## src/rtl/addr_decoder_pkg.sv

```systemverilog
package addr_decoder_pkg;

  // Hit flags from the address decode, before any bus or clock qualification.
  typedef struct packed {
    logic ram;
    logic disp;
    logic tmr;
    logic via;
  } dev_hits_t;

endpackage

```

## src/rtl/region_decode.sv

```systemverilog
module region_decode
  import addr_decoder_pkg::*;
#(
  parameter int ADDR_W    = 16,
  parameter int IO_BLK_W  = 11,
  parameter int DISP_BLK  = 0,
  parameter int TMR_BLK   = 1,
  parameter int VIA_BLK   = 2
) (
  input  logic [ADDR_W-1:0] addr,
  output dev_hits_t         hits
);

  // The I/O quarter sits below the top two address bits.
  localparam int IDX_W   = ADDR_W - 2 - IO_BLK_W;
  localparam int NUM_BLK = 1 << IDX_W;

  logic               io_win;
  logic [IDX_W-1:0]   blk_idx;
  logic [NUM_BLK-1:0] blk_hit;
  logic               unused_low;

  assign io_win     = (addr[ADDR_W-1:ADDR_W-2] == 2'b10);
  assign blk_idx    = addr[ADDR_W-3:IO_BLK_W];
  assign unused_low = ^addr[IO_BLK_W-1:0];

  for (genvar b = 0; b < NUM_BLK; b++) begin : g_blk
    assign blk_hit[b] = io_win && (blk_idx == IDX_W'(b));
  end

  always_comb begin
    hits.ram  = !addr[ADDR_W-1] || (addr[ADDR_W-1:ADDR_W-2] == 2'b11);
    hits.disp = blk_hit[DISP_BLK];
    hits.tmr  = blk_hit[TMR_BLK];
    hits.via  = blk_hit[VIA_BLK];
  end

endmodule

```

## src/rtl/ram_ce_mux.sv

```systemverilog
module ram_ce_mux (
  input  logic ram_hit,
  input  logic phi1,
  input  logic bus_en,
  input  logic ldr_ce_n,
  output logic ram_ce_n
);

  logic cpu_ce_n;

  // Processor side: RAM only enabled outside phase 1.
  assign cpu_ce_n = !(ram_hit && !phi1);
  assign ram_ce_n = bus_en ? cpu_ce_n : ldr_ce_n;

endmodule

```

## src/rtl/periph_qualify.sv

```systemverilog
module periph_qualify
  import addr_decoder_pkg::*;
(
  input  dev_hits_t hits,
  input  logic      phi1,
  input  logic      phi2,
  input  logic      bus_en,
  output logic      disp_en,
  output logic      tmr_cs_n,
  output logic      via_cs_n
);

  logic data_phase;
  logic unused_ram;

  assign data_phase = phi2 && !phi1;
  assign unused_ram = hits.ram;

  // Display latches on its own enable, so it gets the data phase here;
  // the interface chips see phase 2 themselves.
  assign disp_en  = bus_en && hits.disp && data_phase;
  assign tmr_cs_n = !(bus_en && hits.tmr);
  assign via_cs_n = !(bus_en && hits.via);

endmodule

```

## src/rtl/addr_decoder.sv

```systemverilog
module addr_decoder
  import addr_decoder_pkg::*;
#(
  parameter int ADDR_W    = 16,
  parameter int IO_BLK_W  = 11,
  parameter int DISP_BLK  = 0,
  parameter int TMR_BLK   = 1,
  parameter int VIA_BLK   = 2
) (
  input  logic [ADDR_W-1:0] addr,
  input  logic              phi1,
  input  logic              phi2,
  input  logic              bus_en,
  input  logic              ldr_ce_n,
  output logic              ram_ce_n,
  output logic              disp_en,
  output logic              tmr_cs_n,
  output logic              via_cs_n
);

  dev_hits_t hits;

  region_decode #(
    .ADDR_W  (ADDR_W),
    .IO_BLK_W(IO_BLK_W),
    .DISP_BLK(DISP_BLK),
    .TMR_BLK (TMR_BLK),
    .VIA_BLK (VIA_BLK)
  ) i_region (
    .addr(addr),
    .hits(hits)
  );

  ram_ce_mux i_ram (
    .ram_hit (hits.ram),
    .phi1    (phi1),
    .bus_en  (bus_en),
    .ldr_ce_n(ldr_ce_n),
    .ram_ce_n(ram_ce_n)
  );

  periph_qualify i_periph (
    .hits    (hits),
    .phi1    (phi1),
    .phi2    (phi2),
    .bus_en  (bus_en),
    .disp_en (disp_en),
    .tmr_cs_n(tmr_cs_n),
    .via_cs_n(via_cs_n)
  );

endmodule

```

## config.mk

```make
export PLATFORM = sky130hd
export DESIGN_NAME = addr_decoder
export DESIGN_NICKNAME = d
export VERILOG_FILES = /design/src/rtl/addr_decoder_pkg.sv /design/src/rtl/region_decode.sv /design/src/rtl/ram_ce_mux.sv /design/src/rtl/periph_qualify.sv /design/src/rtl/addr_decoder.sv
export SDC_FILE = /design/constraint.sdc
export NUM_CORES = 1
export LEC_CHECK = 0
export BUFFER_PORTS_ARGS = -buffer_cell sky130_fd_sc_hd__buf_2
export CAP_MARGIN = 20
export CORE_AREA = 2 2 39 41
export DETAILED_ROUTE_END_ITERATION = 8
export DIE_AREA = 0 0 41 43
export SLEW_MARGIN = 20
export SYNTH_ARGS = -nofsm -noshare
export SYNTH_HDL_FRONTEND = slang
export SYNTH_SLANG_ARGS = --single-unit
```

## constraint.sdc

```tcl
create_clock -name vclk -period 0.8
set_input_delay 0.08 -clock vclk [all_inputs]
set_output_delay 0.08 -clock vclk [all_outputs]
set_load 0.03 [all_outputs]
```

==> run metrics <==
initial DRC count 1; synth-to-layout area growth 237%; Yosys warning count 0; Synth Instances 9; vias in the first global route 120; Initial Utilization 4.34%; WL/cell 6.60 µm; layout sequential cell count 0; initial antenna violation count 0; fmax 1.12 GHz; vias 128; Crit. End Element primary output; failing checks negative setup slack; area share of the largest cell type after synthesis 25.0%; worst min-delay path category primary input to primary output; multi-input combinational cell area 65.1 µm²; final hold slack slightly below 500 ps; # clk buffers 0; DRT Pass-1 Iters 2; vias per inst 3.20; WL final 264 µm; flip-flop and latch area 0 µm²; final worst slack -92.6 ps; Final Core Density 14.6%; Setup CP Type primary input to primary output; VDD IR max 0.117 mV; Crit Path Max Fanout 2; final slew viol count 0; Final Power 0.0737 mW; IO Pins 24; DP Area 168 µm²; post-route ant nets 0; sequential share of the synthesized area 0%; CP startpoint kind primary input; cell row count 14; worst-margin pin slew 137 ps; gpl congestion 0.520; Final Hold Vio Count 0; GRT Residual Overflow 0; max-slew headroom at the worst pin 90.8%; full die area 1760 µm²; crit share post-route 112%; number of fill cells 160; pwr dens around 360 nW/µm²; required time worst endpoint 720 ps; setup violators final 3; Syn Std Cell Area 60.1 µm²; pre-CTS WS -159 ps; Arr. time, crit path 810 ps; min cycle time layout a little under 900 ps; Die X 41 µm; Synth cell types 7; Post-CTS Repair Setup Buffers 0; Residual DRC 0; Max-cap violations 0; diode count 0; Leakage 0.0981 nW; RSZ-0062 raised after global routing yes; cell taking the most area after synthesis nand3b_1; Die Y 43 µm; global-route usage over all layers around 3.4%; Core Box Area 1380 µm²; pin count of the biggest net entering global routing 4; share of cells above drive strength 1 70.8%; first-pass GRT wire length 420 µm; Finished Cell Area roughly 200 µm²; Synth area leaders nand3b_1, and4bb_1, and4_1; Syn Nets 29; outcome complete, but fails checks; Final nets 46; hold buffers post-CTS 0; Port Buffers 13; syn_area_per_cell 6.67 µm²
## what timing repair did
item / 4_1_cts / 5_1_grt
resized for setup: 9 / 1
setup endpoints to repair: 4 / 4
pin swaps: 3 / 1
## critical path, stage by stage
cell and delay (ps):
buf_6 90, and4bb_1 290, buf_4 120, nand3b_1 80, buf_6 150
## power by group
| part | internal [mW] | switching, mW |
|---|---|---|
| registers | 0 | 0 |
| clock network | 0 | 0 |
| logic | 0.0424 | 0.0312 |
| total | 0.0424 | 0.0312 |
## stage by stage
| step | setup TNS, ps | std cells |
|---|---|---|
| 2_1_floorplan | 0 | 9 |
| 3_3_place_gp | -353 | 40 |
| 3_5_place_dp | -412 | 40 |
| 4_1_cts | -313 | 40 |
| 5_1_grt | -432 | 40 |
| 6_report | -261 | 40 |
## cell type report
type	instances	area share, %
inverters	1	1.85
well taps	16	9.88
multi-input cells	8	32.1
repair buffers	15	56.2
## cells by family (layout without fill, tap and decap cells)
group	count (synthesis)	in the layout	synth area share (%)
buffers and inverters	1	16	6.24
AND/OR/NAND/NOR	7	7	83.3
AO/OA/AOI/OAI	1	1	10.4
## cells in the final DEF (no fill, tap or decap)
| cell type | netlist | routed |
|---|---|---|
| inv_1 | 1 | 1 |
| and4_4 | 0 | 1 |
| a31oi_2 | 0 | 1 |
| nor2_1 | 2 | 2 |
| nand3b_1 | 2 | 2 |
| and4bb_1 | 1 | 1 |
| buf_2 | 0 | 7 |
| buf_4 | 0 | 3 |
| buf_6 | 0 | 5 |
| nand2b_1 | 1 | 1 |
## synth_stat cells (all sizes together)
library cell / count
nand2b: 1
nor2: 2
nand3b: 2
inv: 1
a31oi: 1
and4bb: 1
and4: 1
## final timing paths
kind	start	to	slack, ps	depth (start not counted)
max	addr[14]	tmr_cs_n	-90	5
min	addr[12]	via_cs_n	490	3
## layer usage
| layer | vias to the layer above | global-route usage, % | part of all wire (%) | routed length [µm] |
|---|---|---|---|---|
| met1 | 50 | 4.11 | 43 | 114 |
| met3 | 0 | 0 | 19 | 51 |
| met4 | 0 | 0 | 0 | 0 |
| met5 | - | 0 | 0 | 0 |
| li1 | 65 | - | - | - |
| met2 | 13 | 6.56 | 37 | 98 |
No activity file was read; power rests on OpenSTA's default activity.
